<file path="config.mk">
export PLATFORM = sky130hd
export DESIGN_NAME = clkdiv_router
export DESIGN_NICKNAME = d
export VERILOG_FILES = /design/src/rtl/ckr_pkg.sv /design/src/rtl/ckr_post_div.sv /design/src/rtl/ckr_half_div.sv /design/src/rtl/clkdiv_router.sv
export SDC_FILE = /design/constraint.sdc
export NUM_CORES = 1
export LEC_CHECK = 0
export BUFFER_PORTS_ARGS = -buffer_cell sky130_fd_sc_hd__buf_2
export CAP_MARGIN = 20
export CORE_UTILIZATION = 30
export DETAILED_ROUTE_END_ITERATION = 7
export GPL_TIMING_DRIVEN = 0
export SLEW_MARGIN = 20
export SYNTH_ARGS = -nofsm -noshare
export SYNTH_HDL_FRONTEND = slang
export SYNTH_HIERARCHICAL = 1
export SYNTH_SLANG_ARGS = --single-unit
</file>
<file path="constraint.sdc">
create_clock -name clk -period 7.7 [get_ports clk]
set_input_delay 0.77 -clock clk [delete_from_list [all_inputs] [get_ports clk]]
set_output_delay 0.77 -clock clk [all_outputs]
set_load 0.05 [all_outputs]
</file>
<file path="src/rtl/ckr_pkg.sv">
package ckr_pkg;

    localparam int P_W   = 14;
    localparam int SEL_W = 2;
    localparam int N_HALF = 2;

    typedef enum logic [SEL_W-1:0] {
        C0_PLL_DIV = 2'd0,
        C0_REF     = 2'd1,
        C0_REF_DIV = 2'd2,
        C0_RSVD    = 2'd3
    } c0_src_e;

    typedef enum logic [SEL_W-1:0] {
        C1_REF       = 2'd0,
        C1_REF_HALF  = 2'd1,
        C1_MAIN      = 2'd2,
        C1_MAIN_HALF = 2'd3
    } c1_src_e;

    typedef struct packed {
        logic [P_W-1:0] p;
        c0_src_e        c0;
        c1_src_e        c1;
    } cfg_t;

    function automatic logic [P_W-1:0] eff_p(input logic [P_W-1:0] p);
        return (p == '0) ? P_W'(1) : p;
    endfunction

    function automatic logic uses_ref(input c0_src_e s);
        return (s == C0_REF) || (s == C0_REF_DIV);
    endfunction

endpackage

</file>
<file path="src/rtl/ckr_post_div.sv">
module ckr_post_div #(
    parameter int PW = 14
) (
    input  logic          clk,
    input  logic          rst,
    input  logic          clr,
    input  logic          tick,
    input  logic [PW-1:0] p_eff,
    output logic          div_o,
    output logic          fall_o
);
    logic [PW-1:0] cnt;
    logic          last;

    assign last   = (cnt == p_eff - PW'(1));
    assign fall_o = tick && last && div_o;

    always_ff @(posedge clk) begin
        if (rst || clr) begin
            cnt   <= '0;
            div_o <= 1'b0;
        end else if (tick) begin
            if (last) begin
                cnt   <= '0;
                div_o <= ~div_o;
            end else begin
                cnt <= cnt + PW'(1);
            end
        end
    end
endmodule

</file>
<file path="src/rtl/ckr_half_div.sv">
module ckr_half_div (
    input  logic clk,
    input  logic rst,
    input  logic clr,
    input  logic tick,
    output logic q_o
);
    always_ff @(posedge clk) begin
        if (rst || clr) q_o <= 1'b0;
        else if (tick)  q_o <= ~q_o;
    end
endmodule

</file>
<file path="src/rtl/clkdiv_router.sv">
module clkdiv_router
    import ckr_pkg::*;
(
    input  logic             clk,
    input  logic             rst,
    input  logic             ref_in,
    input  logic             pll_in,
    input  logic             oe,
    input  logic             pdb_n,
    input  logic             fsel,
    input  logic [13:0]      a_p,
    input  logic [1:0]       a_c0_sel,
    input  logic [1:0]       a_c1_sel,
    input  logic [13:0]      b_p,
    input  logic [1:0]       b_c0_sel,
    input  logic [1:0]       b_c1_sel,
    input  logic             clk1_pin_en,
    output logic             clk0,
    output logic             clk0_en,
    output logic             clk1,
    output logic             clk1_en
);
    cfg_t cfg_a, cfg_b, sel_cfg, act;

    assign cfg_a   = '{p: a_p, c0: c0_src_e'(a_c0_sel), c1: c1_src_e'(a_c1_sel)};
    assign cfg_b   = '{p: b_p, c0: c0_src_e'(b_c0_sel), c1: c1_src_e'(b_c1_sel)};
    assign sel_cfg = fsel ? cfg_b : cfg_a;

    logic ref_q, pll_q, c0_q, pwr_q, warm;
    logic ref_tick, pll_tick, div_tick, c0_tick;
    logic div, div_fall, c0_lvl, c1_lvl;
    logic [P_W-1:0] p_eff;
    logic [N_HALF-1:0] half_tick, half_q;

    assign ref_tick = ref_in & ~ref_q;
    assign pll_tick = pll_in & ~pll_q;
    assign div_tick = uses_ref(act.c0) ? ref_tick : pll_tick;
    assign p_eff    = eff_p(act.p);

    // state: sampled levels, power flag, warm-up flag, active set
    always_ff @(posedge clk) begin
        if (rst) begin
            ref_q <= 1'b0;
            pll_q <= 1'b0;
            c0_q  <= 1'b0;
            pwr_q <= 1'b0;
            warm  <= 1'b0;
            act   <= sel_cfg;
        end else begin
            ref_q <= ref_in;
            pll_q <= pll_in;
            c0_q  <= c0_lvl;
            pwr_q <= pdb_n;
            if (!pdb_n) begin
                warm <= 1'b0;
                act  <= sel_cfg;
            end else if (div_fall) begin
                warm <= 1'b1;
                act  <= sel_cfg;
            end
        end
    end

    ckr_post_div #(.PW(P_W)) u_post (
        .clk    (clk),
        .rst    (rst),
        .clr    (!pdb_n),
        .tick   (div_tick),
        .p_eff  (p_eff),
        .div_o  (div),
        .fall_o (div_fall)
    );

    assign c0_lvl  = (act.c0 == C0_REF) ? ref_q : div;
    assign c0_tick = c0_lvl & ~c0_q;

    assign half_tick[0] = ref_tick;
    assign half_tick[1] = c0_tick;

    for (genvar i = 0; i < N_HALF; i++) begin : g_half
        ckr_half_div u_half (
            .clk  (clk),
            .rst  (rst),
            .clr  (!pdb_n),
            .tick (half_tick[i]),
            .q_o  (half_q[i])
        );
    end

    always_comb begin
        unique case (act.c1)
            C1_REF:       c1_lvl = ref_q;
            C1_REF_HALF:  c1_lvl = half_q[0];
            C1_MAIN:      c1_lvl = c0_lvl;
            C1_MAIN_HALF: c1_lvl = half_q[1];
            default:      c1_lvl = 1'b0;
        endcase
    end

    assign clk0    = pwr_q & c0_lvl;
    assign clk1    = pwr_q & clk1_pin_en & c1_lvl;
    assign clk0_en = oe & pdb_n & warm;
    assign clk1_en = clk0_en & clk1_pin_en;

endmodule

</file>
# Word level (Yosys, flattened, before mapping)
# Cells that the tools add are included.
# Widths: inputs -> output; s select.
[word_totals] ff_bits=40 input_bits=44 output_inout_bits=4
[classes] addsub=2 eq_ne=7 n_mux=9 n_bitwise=16 n_reduce_logical=9
[op_table] cell="$mux 18" count=4
[op_table] cell="$mux 14" count=2
[op_table] cell="$add 14x1->14 const B" count=1
[op_table] cell="$eq 14x14->1" count=1
[op_table] cell="$logic_not 14->1" count=1
[op_table] cell="$sub 14x1->14 const B" count=1
[op_table] cell="$and 1x1->1" count=9
[op_table] cell="$not 1->1" count=7
[op_table] cell="$eq 2x2->1 const B" count=3
[op_table] cell="$eq 2x1->1 const B" count=2
[op_table] cell="$pmux 1 s4" count=1
[op_table] cell="$ne 3x2->1 const B" count=1
[op_table] cell="$logic_and 1x1->1" count=2
[op_table] cell="$logic_not 2->1" count=1
[op_table] cell="$logic_or 1x1->1" count=2
[op_table] cell="$mux 1" count=2
[op_table] cell="$reduce_and 2->1" count=1
[op_table] cell="$reduce_or 2->1" count=1
[op_table] cell="$logic_not 1->1" count=1

# Logic depth before layout (Yosys ltp)
# Gate-level depths: netlist of the first run.
[logic_depth] word_depth=9 depth_mapped=13 mapped_depth_nobuf=11

# By module
# The synthesis of the first run kept the hierarchy.
[modules_own_cells] module="ckr_post_div" n_inst=1 cells_per_inst=152 area_per_inst_um2=1208.7 seq_area_each_um2=300.3
[modules_own_cells] module="clkdiv_router" n_inst=1 cells_per_inst=84 area_per_inst_um2=1139.8 seq_area_each_um2=640.6
[modules_own_cells] module="ckr_half_div" n_inst=2 cells_per_inst=3 area_per_inst_um2=38.8 seq_area_each_um2=20.0

# Worst setup path before layout of the first run
# Ideal clock, no wire load.
[synth_path] kind="reg2reg" start="reg act[14] (netlist bit)" end="reg act[0] (netlist bit) (enable)" t_arrival_ps=3103 path_slack_ps=4222 path_stages_with_launch=13 n_path_buf=1 synth_period_minus_slack_ps=3478 cell_sequence="edfxtp_1 > nor4_1 > a41o_1 > clkbuf_1 > inv_1 > ha_1 > nor2b_1 > or3_1 > a311o_1 > a21oi_2 > nand4_2 > nor3_1 > or3_1"
[synth_between] elab_chain_cells=7
[synth_lines] item="start, declared" line="clkdiv_router.sv:23" source="cfg_t cfg_a, cfg_b, sel_cfg, act;"
[synth_lines] item="start signal, assigned" line="clkdiv_router.sv:48" source="act <= sel_cfg;"
[synth_lines] item="start signal, assigned" line="clkdiv_router.sv:56" source="act <= sel_cfg;"
[synth_lines] item="start signal, assigned" line="clkdiv_router.sv:59" source="act <= sel_cfg;"
[synth_lines] item="$logic_not 14->1" line="ckr_pkg.sv:28" source="return (p == '0) ? P_W'(1) : p;"
[synth_lines] item="$mux 14" line="ckr_pkg.sv:28"
[synth_lines] item="named net p_eff[0]" line="clkdiv_router.sv:32" source="logic [P_W-1:0] p_eff;"
[synth_lines] item="$sub 14x1->14" line="ckr_post_div.sv:15" source="assign last = (cnt == p_eff - PW'(1));"
[synth_lines] item="$eq 14x14->1" line="ckr_post_div.sv:15"
[synth_lines] item="$logic_and 1x1->1 (2 in a row)" line="ckr_post_div.sv:16" source="assign fall_o = tick && last && div_o;"
[synth_lines] item="named net div_fall" line="clkdiv_router.sv:31" source="logic div, div_fall, c0_lvl, c1_lvl;"
[synth_lines] item="$ne 3x2->1 (no source line)"
# The timed path passes the listed nets, and every way through them passes these cells.
# A chain may end at the register's enable or synchronous reset.

# Final worst setup path of the first run
[layout_path] start="reg act[14] (netlist bit)" end="reg act[15] (netlist bit) (enable)"
# The elaborated chain is that of the path after synthesis.

==> impl_metrics.json, run 1 <==
{
  "status": "completed",
  "dp_hpwl_mm": 3.544,
  "fillers": 817,
  "path_clk_slew_ns": 0.08,
  "start_util_pct": 31.23,
  "crit_path_frequent_cell": "or3_1",
  "relSlewSlack_pct": 50.65,
  "grtUsageMet1_pct": 15.39,
  "io_pins": 48,
  "reg2reg_depth": 12,
  "cts_hold_buf": 0,
  "holdWs_ns": 0.4746,
  "cap_viol_max_count": 0,
  "ir_drop_v": 0.00008240,
  "cts.path.max_buffers": 2,
  "gp_congestion": 0.7710,
  "min_period_ns": 4.168,
  "grt_pass1_vias": 1735,
  "synth_flop_cell": "dfxtp_1",
  "syn2layout_area_growth_pct": 19.49,
  "crit_fanout": 18,
  "fin_area_mm2": 0.002899,
  "post_cts_buffers": 0,
  "worstMarginPinSlew_ns": 0.7403,
  "drive_gt1_share_pct": 27.70,
  "crit_arrival_ns": 4.10,
  "crit_type": "reg2reg",
  "gr-usage-all-layers_pct": 11.90,
  "crit_chain": "nor4_1 -> a41o_1 -> clkbuf_1 -> inv_1 -> ha_1 -> nor2b_1 -> or3_1 -> a311o_1 -> a21oi_2 -> nand4_2 -> nor3_1 -> or3_1",
  "start_kind": "flop",
  "portBuffers": 46,
  "finalSetupViolations": 0,
  "p_leak_nw": 1.131,
  "critical_path_required_ns": 7.63,
  "ctsResizeCount": 0,
  "postRouteAntennaNets": 0,
  "coreArea_mm2": 0.007767,
  "ys_types": 54,
  "clock_sinks": 40,
  "dp_cells": 390,
  "worst_slack_ns": 3.532,
  "die_area_mm2": 0.008450,
  "grt_pass1_wl_mm": 8.024,
  "synth-seq-area-share_pct": 40.43,
  "startpoint": "act[14]",
  "use_met2_pct": 19.34,
  "syn_nets": 289,
  "use_met3_pct": 2.819,
  "grt-ovfl-total": 0,
  "cts_max_level": 2,
  "regToRegEndpoint": "act[15]",
  "fmax_ghz": 0.2399,
  "final_nets": 342,
  "post_drt_wl_per_cell_um": 11.76,
  "hp-class": "reg2reg",
  "fin_cells": 398,
  "pre_cts_slack_ns": 3.515,
  "yosys_warnings": 6,
  "finalHoldViolCount": 0,
  "drc": 0,
  "r2r-start": "act[14]",
  "crit_path_max_incr_delay_ns": 0.65,
  "antenna_found_initial": 0,
  "dieWidth_um": 91.93,
  "rsz0062_at_grt": "false",
  "syn_inst": 242,
  "layout_commonest_cell": "buf_2",
  "synth_area_mm2": 0.002426,
  "layout_common_cells": "46 x buf_2, 24 x nor2_1, 22 x dfxtp_1",
  "cts_root_buf": "clkbuf_8",
  "slowest_stage": "or3_1",
  "ys_ff_latch": 40,
  "drt-pass1-iter-count": 4,
  "antenna_cells": 0,
  "row_count": 32,
  "vias_per_cell": 4.754,
  "postSynth.asyncResetShare_pct": 0,
  "dpl_cell_area_mm2": 0.002784,
  "syn_avg_cell_area_um2": 10.03,
  "wirelength_mm": 4.680,
  "tns_ns": 0,
  "cts_tree": "yes",
  "crit_end": "act[15]",
  "cts_buffers": 5,
  "cp-end-kind": "flop",
  "fin_skew_ns": 0.006901,
  "synth-edff-count": 18,
  "power_density_mw_per_mm2": 170.2,
  "slew_violations": 0,
  "insertion_delay_ns": 0.30,
  "drt-initial-drc-count": 71,
  "final.period_utilization_pct": 54.14,
  "top_usage_layer": "met2",
  "grt_max_degree": 19,
  "r2r_setup_slack_ns": 3.53,
  "route.vias.total": 1892,
  "chipHeight_um": 91.93
}
-- sequential cells by signal, indices dropped and copies added (netlist names) --
register	flops
act	18
u_post/cnt	14
g_half.u_half/q_o	2
c0_q	1
pll_q	1
pwr_q	1
ref_q	1
u_post/div_o	1
warm	1
-- cell usage after synthesis, types with 5 or more instances --
master	n	area, um2
nor2_1	24	90.09
dfxtp_1	22	440.4
edfxtp_1	18	540.5
clkbuf_1	17	63.81
xnor2_1	14	122.6
xor2_1	13	113.9
mux2_4	10	150.1
inv_1	9	33.78
mux2_2	9	101.4
nand2_1	9	33.78
nor2b_1	9	56.30
nor3_1	8	40.04
nand4_1	6	37.54
and3_1	5	31.28
nand3b_1	5	37.54
-- worst min-delay path by stage --
stage                     start   end  slack [ns]  cells past startpoint
final                      warm  warm        0.47                      1
after global routing       warm  warm        0.52                      1
after CTS                  warm  warm        0.48                      1
after detailed placement   warm  warm        0.46                      1
after global placement     warm  warm        0.45                      1
after floorplan            warm  warm        0.43                      1
-- power breakdown --
| group | switching, W | leakage, nW | total (W) | internal, W |
|---|---|---|---|---|
| Clock | 0.0000801 | 0.0548 | 0.000178 | 0.0000977 |
| Combinational | 0.0000381 | 0.715 | 0.0000762 | 0.0000381 |
| Sequential | 0.00000594 | 0.362 | 0.000239 | 0.000233 |
| Total | 0.000124 | 1.13 | 0.000493 | 0.000369 |
-- final cells by class --
type / instances / area [um2] / share of cell area, %
Timing Repair Buffer: 46 / 230.2 / 7.941
Inverter: 9 / 33.78 / 1.165
Multi-Input combinational cell: 173 / 1309 / 45.14
Buffer: 20 / 102.6 / 3.539
Tap cell: 102 / 127.6 / 4.402
Clock buffer: 5 / 68.82 / 2.374
Clock inverter: 3 / 46.29 / 1.597
Sequential cell: 40 / 980.9 / 33.84
-- routing by layer --
layer,share of wire (%),vias to the layer above,wire length (um)
met5,0,-,0
met4,1.1,0,51
met3,3.9,5,182
met2,47,45,2195
met1,48,873,2251
li1,-,969,-
-- worst max-delay path: cells and delay by family (launching register included) --
family	cells	cell delay (ns)
simple gates	6	2.06
compound gates	3	0.72
flops	1	0.40
buf+inv	2	0.34
fa+ha+maj	1	0.29
-- stage by stage --
step	utilization (%)	power (W)
after floorplan	-	0.0002978
after global placement	35.84	0.0003186
after detailed placement	35.84	0.0003203
after CTS	37.32	0.0004987
after global routing	37.32	0.0005164
final	37.32	0.0004934
-- cell families (layout without fill, tap and decap cells) --
| group | after synthesis | count (layout) | share of synthesized area (%) |
|---|---|---|---|
| and+or+nand+nor | 94 | 94 | 22.74 |
| DFF | 40 | 40 | 40.43 |
| AOI/OAI and AO/OA | 29 | 29 | 9.129 |
| buffers and inverters | 29 | 83 | 5.621 |
| xor gates and xnor gates | 27 | 27 | 9.747 |
| muxes | 20 | 20 | 10.78 |
| adders and majority gates | 3 | 3 | 1.547 |
(Power assumes the default switching activity.)
==> run 2, diff against run 1 <==
Settings changed: ABC_AREA set to 1.
Clock period 7.7 ns to 4.3 ns, I/O delays scaled along.
==> run 2 against run 1 <==
Global-route usage shrank 0.27 points. Sequential power is 82% higher. Clock-buffer cell count grew 2. Flip-flop and latch count is the same. Critical endpoint is now act[13]. Highest routed layer unchanged.
==> impl_metrics.json, run 2 <==
{
  "status": "completed",
  "io_pins": 48,
  "fillers": 1013,
  "cts_tree": "yes",
  "dieWidth_um": 99.86,
  "synth-edff-count": 18,
  "hp-class": "in2reg",
  "crit_path_frequent_cell": "nand2_1",
  "grt-ovfl-total": 0,
  "layout_commonest_cell": "nand2_1",
  "chipHeight_um": 99.86,
  "grt_pass1_vias": 2191,
  "gp_congestion": 0.8379,
  "cts_buffers": 5,
  "drive_gt1_share_pct": 26.46,
  "synth-seq-area-share_pct": 34.15,
  "synth_mux_area_share_pct": 8.362,
  "holdWs_ns": 0.3584,
  "ys_ff_latch": 40,
  "antenna_found_initial": 0,
  "rsz0062_at_grt": "false",
  "coreArea_mm2": 0.009240,
  "syn_nets": 439,
  "ir_drop_v": 0.0001208,
  "antenna_cells": 0,
  "postRouteAntennaNets": 0,
  "cts_hold_buf": 0,
  "die_area_mm2": 0.009971,
  "crit_type": "reg2reg",
  "cts_max_level": 2,
  "yosysTopAreaCellShare_pct": 18.82,
  "cts.path.max_buffers": 2,
  "layout_common_cells": "96 x nand2_1, 57 x inv_1, 53 x nor2_1",
  "wirelength_mm": 5.387,
  "final_nets": 492,
  "synth_area_leader_cell": "edfxtp_1",
  "ctsResizeCount": 0,
  "start_kind": "flop",
  "largest_reg_flops": 18,
  "final.period_utilization_pct": 78.99,
  "synth_flop_cell": "dfxtp_1",
  "portBuffers": 46,
  "gr-usage-all-layers_pct": 11.63,
  "synth_top_family_by_area": "simple AND/OR/NAND/NOR gates",
  "syn_avg_cell_area_um2": 7.328,
  "worstMarginPinSlew_ns": 0.7143,
  "power_density_mw_per_mm2": 268.6,
  "start_util_pct": 31.09,
  "dp_hpwl_mm": 4.400,
  "synth_fa_ha_area_share_pct": 1.307,
  "drt-pass1-iter-count": 4,
  "route.vias.total": 2394,
  "cap_viol_max_count": 0,
  "insertion_delay_ns": 0.29,
  "fmax_ghz": 0.2944,
  "reg.largest.list": "act: 18 flops, u_post/cnt: 14 flops, g_half.u_half/q_o: 2 flops",
  "post-synth-top-count-cell": "nand2_1",
  "fin_skew_ns": 0.01024,
  "fin_cells": 575,
  "postSynth.asyncResetShare_pct": 0,
  "finalSetupViolations": 0,
  "slowest_stage": "nand2_1",
  "row_count": 35,
  "grt_max_degree": 19,
  "cp-end-kind": "flop",
  "synth_compound_area_share_pct": 1.786,
  "critical_path_required_ns": 4.22,
  "slew_violations": 0,
  "crit_chain": "or2_2 -> nor2_1 -> nand2_1 -> nand2_1 -> inv_1 -> ha_1 -> nand2_1 -> inv_1 -> nor2_1 -> nand2_1 -> nor2_1 -> nand3_2 -> nor2_2 -> nand2_2 -> nor2_4 -> nand4_4 -> nor2_1 -> inv_1 -> nand2_1",
  "drt-initial-drc-count": 88,
  "dpl_cell_area_mm2": 0.003264,
  "relSlewSlack_pct": 52.27,
  "crit_fanout": 18,
  "synth_area_leaders": "edfxtp_1 19%, dfxtp_1 15%, nand2_1 13%",
  "dp_cells": 567,
  "synth_common_cells": "96 x nand2_1, 57 x inv_1, 53 x nor2_1",
  "min_period_ns": 3.397,
  "post_drt_wl_per_cell_um": 9.369,
  "post_cts_buffers": 0,
  "syn_inst": 392,
  "vias_per_cell": 4.163,
  "ys_types": 34,
  "synth_area_mm2": 0.002873,
  "crit_arrival_ns": 3.32,
  "synthXorXnorAreaFrac_pct": 5.183,
  "clock_sinks": 40,
  "path_clk_slew_ns": 0.08,
  "fin_area_mm2": 0.003349,
  "finalHoldViolCount": 0,
  "crit_path_max_incr_delay_ns": 0.53,
  "yosys_warnings": 6,
  "synth-simple-area-share_pct": 37.94,
  "tns_ns": 0,
  "p_leak_nw": 1.602,
  "grt_pass1_wl_mm": 9.404,
  "syn2layout_area_growth_pct": 16.59,
  "cts_root_buf": "clkbuf_8",
  "regMostFlops": "act",
  "drc": 0
}
==> run 2: changes by cell type after synthesis, sizes merged, moves of 5 or more <==
cell and change:
xnor2 -9, nor2 +50, inv +54, nand3 +26
nand2 +97, nor2b -9, and3 -5, nor3 -5
==> run 2: routing by layer <==
| metal | vias up | global-route usage [%] | wire length (um) |
|---|---|---|---|
| li1 | 1305 | - | - |
| met1 | 1039 | 15.13 | 2585 |
| met2 | 48 | 19.36 | 2547 |
| met3 | 2 | 1.880 | 201 |
| met4 | 0 | 4.412 | 53 |
| met5 | - | 0 | 0 |
==> run 2: report_power, final <==
part	total (W)	internal (W)	switching, W
sequential	0.000435	0.000424	0.0000112
combinational	0.000219	0.0000894	0.000129
clock	0.000246	0.000120	0.000126
total	0.000900	0.000633	0.000266
==> run 2: stage by stage <==
| step | util (%) | setup slack, ns | total power (W) |
|---|---|---|---|
| after floorplan | - | 1.325 | 0.0006107 |
| after global placement | 35.33 | 0.8760 | 0.0006579 |
| after detailed placement | 35.33 | 0.8350 | 0.0006626 |
| after CTS | 36.25 | 0.8230 | 0.0009095 |
| after global routing | 36.25 | 0.5381 | 0.0009588 |
| final | 36.25 | 0.9032 | 0.0008996 |
==> run 2: final timing paths <==
| check | start | end | slack, ns | cells after the start |
|---|---|---|---|---|
| worst min register to register | warm | warm | 0.50 | 2 |
| worst max register to register | act[17] | act[13] | 0.90 | 19 |
| worst min-delay path | pll_in | pll_q | 0.36 | 3 |
| worst max-delay path | act[17] | act[13] | 0.90 | 19 |
==> run 2: cells by family (layout without fill, tap and decap cells) <==
| logic type | Yosys count | in the layout |
|---|---|---|
| xor gates and xnor gates | 17 | 17 |
| muxes | 18 | 18 |
| and+or+nand+nor | 226 | 226 |
| DFF | 40 | 40 |
| adders and majority gates | 3 | 3 |
| buffers and inverters | 79 | 133 |
| AOI/OAI and AO/OA | 9 | 9 |
==> run 2: cell type report <==
| class | count | area, um2 | share of cell area (%) |
|---|---|---|---|
| well taps | 129 | 161.4 | 4.819 |
| inverters | 63 | 236.5 | 7.060 |
| clock inverters | 1 | 5.005 | 0.1494 |
| flip-flops and latches | 40 | 980.9 | 29.29 |
| repair buffers | 46 | 230.2 | 6.873 |
| plain buffers | 16 | 87.58 | 2.615 |
| multi-input cells | 273 | 1568 | 46.81 |
| clock buffers | 7 | 80.08 | 2.391 |
==> run 2: critical path, delay by kind of cell, from the launching register on <==
family	cells	cell delay, ns
simple gates	15	2.16
buf+inv	3	0.17
fa+ha+maj	1	0.31
flops	1	0.38
==> run 3, diff against run 2 <==
Clock period 4.3 ns to 2.7 ns, I/O delays scaled along.
==> run 3 against run 2 <==
Register-to-register slack lost 0.85 ns. Worst setup slack got worse by 0.85 ns. Power grew 74%. Final cell count up 1.2%. Combinational power rose by 71%. Sequential share of layout area is 1.4 points lower. Sequential power rose by 59%. Global-route usage increased by 0.49 points. Design area increased by 4.9%. Clock-buffer cell count down 1. First-iteration DRC count down 17%. Via count up 2.8%. Critical endpoint unchanged. Largest power group unchanged.
==> impl_metrics.json, run 3 (synthesis results as in run 2) <==
{
  "status": "completed",
  "drt-pass1-iter-count": 4,
  "route.vias.total": 2462,
  "reg2reg_depth": 18,
  "crit_chain": "or2_4 -> nor2_4 -> nand2_2 -> nand2_2 -> inv_2 -> ha_4 -> nor2_1 -> nor2_1 -> nand2_1 -> nor2_2 -> nand3_2 -> nor2_2 -> nand2_2 -> nor2_4 -> nand4_4 -> nor2_4 -> inv_6 -> nand2_8",
  "antenna_cells": 0,
  "clock_sinks": 40,
  "cts_tree": "yes",
  "cp.buffers_inverters": 2,
  "startpoint": "act[16]",
  "finalHoldViolCount": 0,
  "fin_cells": 582,
  "grt_max_degree": 13,
  "layout_commonest_cell": "nand2_1",
  "coreArea_mm2": 0.009240,
  "cap_viol_max_count": 0,
  "grt_pass1_vias": 2229,
  "cts_buffers": 5,
  "insertion_delay_ns": 0.29,
  "r2r-start": "act[16]",
  "regMostFlops": "act",
  "relSlewSlack_pct": 64.54,
  "slew_violations": 0,
  "antenna_found_initial": 0,
  "syn2layout_area_growth_pct": 22.34,
  "finalSetupViolations": 0,
  "gp_congestion": 0.8546,
  "start_util_pct": 31.09,
  "holdPathStages": 3,
  "cp.depth": 18,
  "crit_end": "act[13]",
  "slowest_stage": "edfxtp_1",
  "final_nets": 499,
  "r2r_setup_slack_ns": 0.05,
  "dp_hpwl_mm": 4.459,
  "worstMarginPinSlew_ns": 0.5314,
  "post_drt_wl_per_cell_um": 9.773,
  "io_pins": 48,
  "final.period_utilization_pct": 98.09,
  "min_period_ns": 2.648,
  "drive_gt1_share_pct": 29.80,
  "postRouteAntennaNets": 0,
  "cts.path.max_buffers": 2,
  "vias_per_cell": 4.230,
  "crit_type": "reg2reg",
  "finalPower_w": 0.001568,
  "dp_cells": 567,
  "reg.largest.list": "act: 18 flops, u_post/cnt: 14 flops, g_half.u_half/q_o: 2 flops",
  "chipHeight_um": 99.86,
  "p_leak_nw": 1.654,
  "tns_ns": 0,
  "crit_arrival_ns": 2.65,
  "final_util_pct": 38.04,
  "power_density_mw_per_mm2": 446.3,
  "cts_hold_buf": 0,
  "gr-usage-all-layers_pct": 12.13,
  "largest_reg_flops": 18,
  "crit_family": "simple AND/OR/NAND/NOR gates",
  "critical_path_required_ns": 2.70,
  "fmax_ghz": 0.3776,
  "cp-end-kind": "flop",
  "ir_drop_v": 0.0002243,
  "cts_root_buf": "clkbuf_8",
  "grt-ovfl-total": 0,
  "die_area_mm2": 0.009971,
  "path_clk_slew_ns": 0.07,
  "cts_max_level": 2,
  "drc": 0,
  "portBuffers": 46,
  "start_kind": "flop",
  "dieWidth_um": 99.86,
  "dpl_cell_area_mm2": 0.003272,
  "fin_skew_ns": 0.005915,
  "crit_fanout": 5,
  "rsz0062_at_grt": "true",
  "grt_pass1_wl_mm": 9.618,
  "fin_area_mm2": 0.003515,
  "row_count": 35,
  "hp-class": "in2reg",
  "regToRegEndpoint": "act[13]",
  "layout_common_cells": "93 x nand2_1, 55 x inv_1, 49 x nor2_1",
  "crit_path_max_incr_delay_ns": 0.39,
  "wirelength_mm": 5.688,
  "drt-initial-drc-count": 73
}
## run 3: layout make-up
cell class	count	area, um2
inverter	63	241.5
sequential	40	980.9
clock inverter	2	33.78
clock buffer	6	82.58
fill	983	5725
timing repair buffer	50	260.3
buffer	16	87.58
multi-input combinational	276	1667
tap	129	161.4
## run 3: metal layers
layer  share of wire, %  GRT usage (%)  vias up
li1                   -              -     1326
met1                 47          15.48     1079
met2                 47          20.27       51
met3                4.1          2.298        6
met4                2.4          4.638        0
met5                  0              0        -
## run 3: worst min-delay path: cells and delay by family
family                 cells  cell delay (ns)
buffers and inverters      2             0.12
and+or+nand+nor            1             0.07
## run 3: how the worst min path moves through the flow
| stage | from | to | slack [ns] |
|---|---|---|---|
| finish | pll_in | pll_q | 0.21 |
| CTS | pll_in | pll_q | 0.20 |
| global placement | warm | warm | 0.47 |
| floorplan | rst | c0_q | 0.34 |
| global route | pll_in | pll_q | 0.22 |
| detailed placement | warm | warm | 0.49 |
## run 3: repair_timing
action	in CTS	in global routing
gates cloned	3	0
hold endpoints to repair	0	0
setup buffers	2	2
resized for setup	18	1
endpoints found under the setup margin	18	20
pin swaps	10	1
## run 3: metrics by stage
| step | worst slack (ns) | hold WS (ns) |
|---|---|---|
| 2_1_floorplan | 0.0005131 | 0.3424 |
| 3_3_place_gp | -0.3597 | 0.4708 |
| 3_5_place_dp | -0.3657 | 0.4913 |
| 4_1_cts | 0.004211 | 0.2017 |
| 5_1_grt | -0.1308 | 0.2183 |
| 6_report | 0.05165 | 0.2136 |
## run 3: power breakdown
part / switching (W) / total (W) / internal, W
combinational: 0.000217 / 0.000374 / 0.000158
clock: 0.000204 / 0.000502 / 0.000298
sequential: 0.0000182 / 0.000692 / 0.000674
total: 0.000439 / 0.00157 / 0.00113
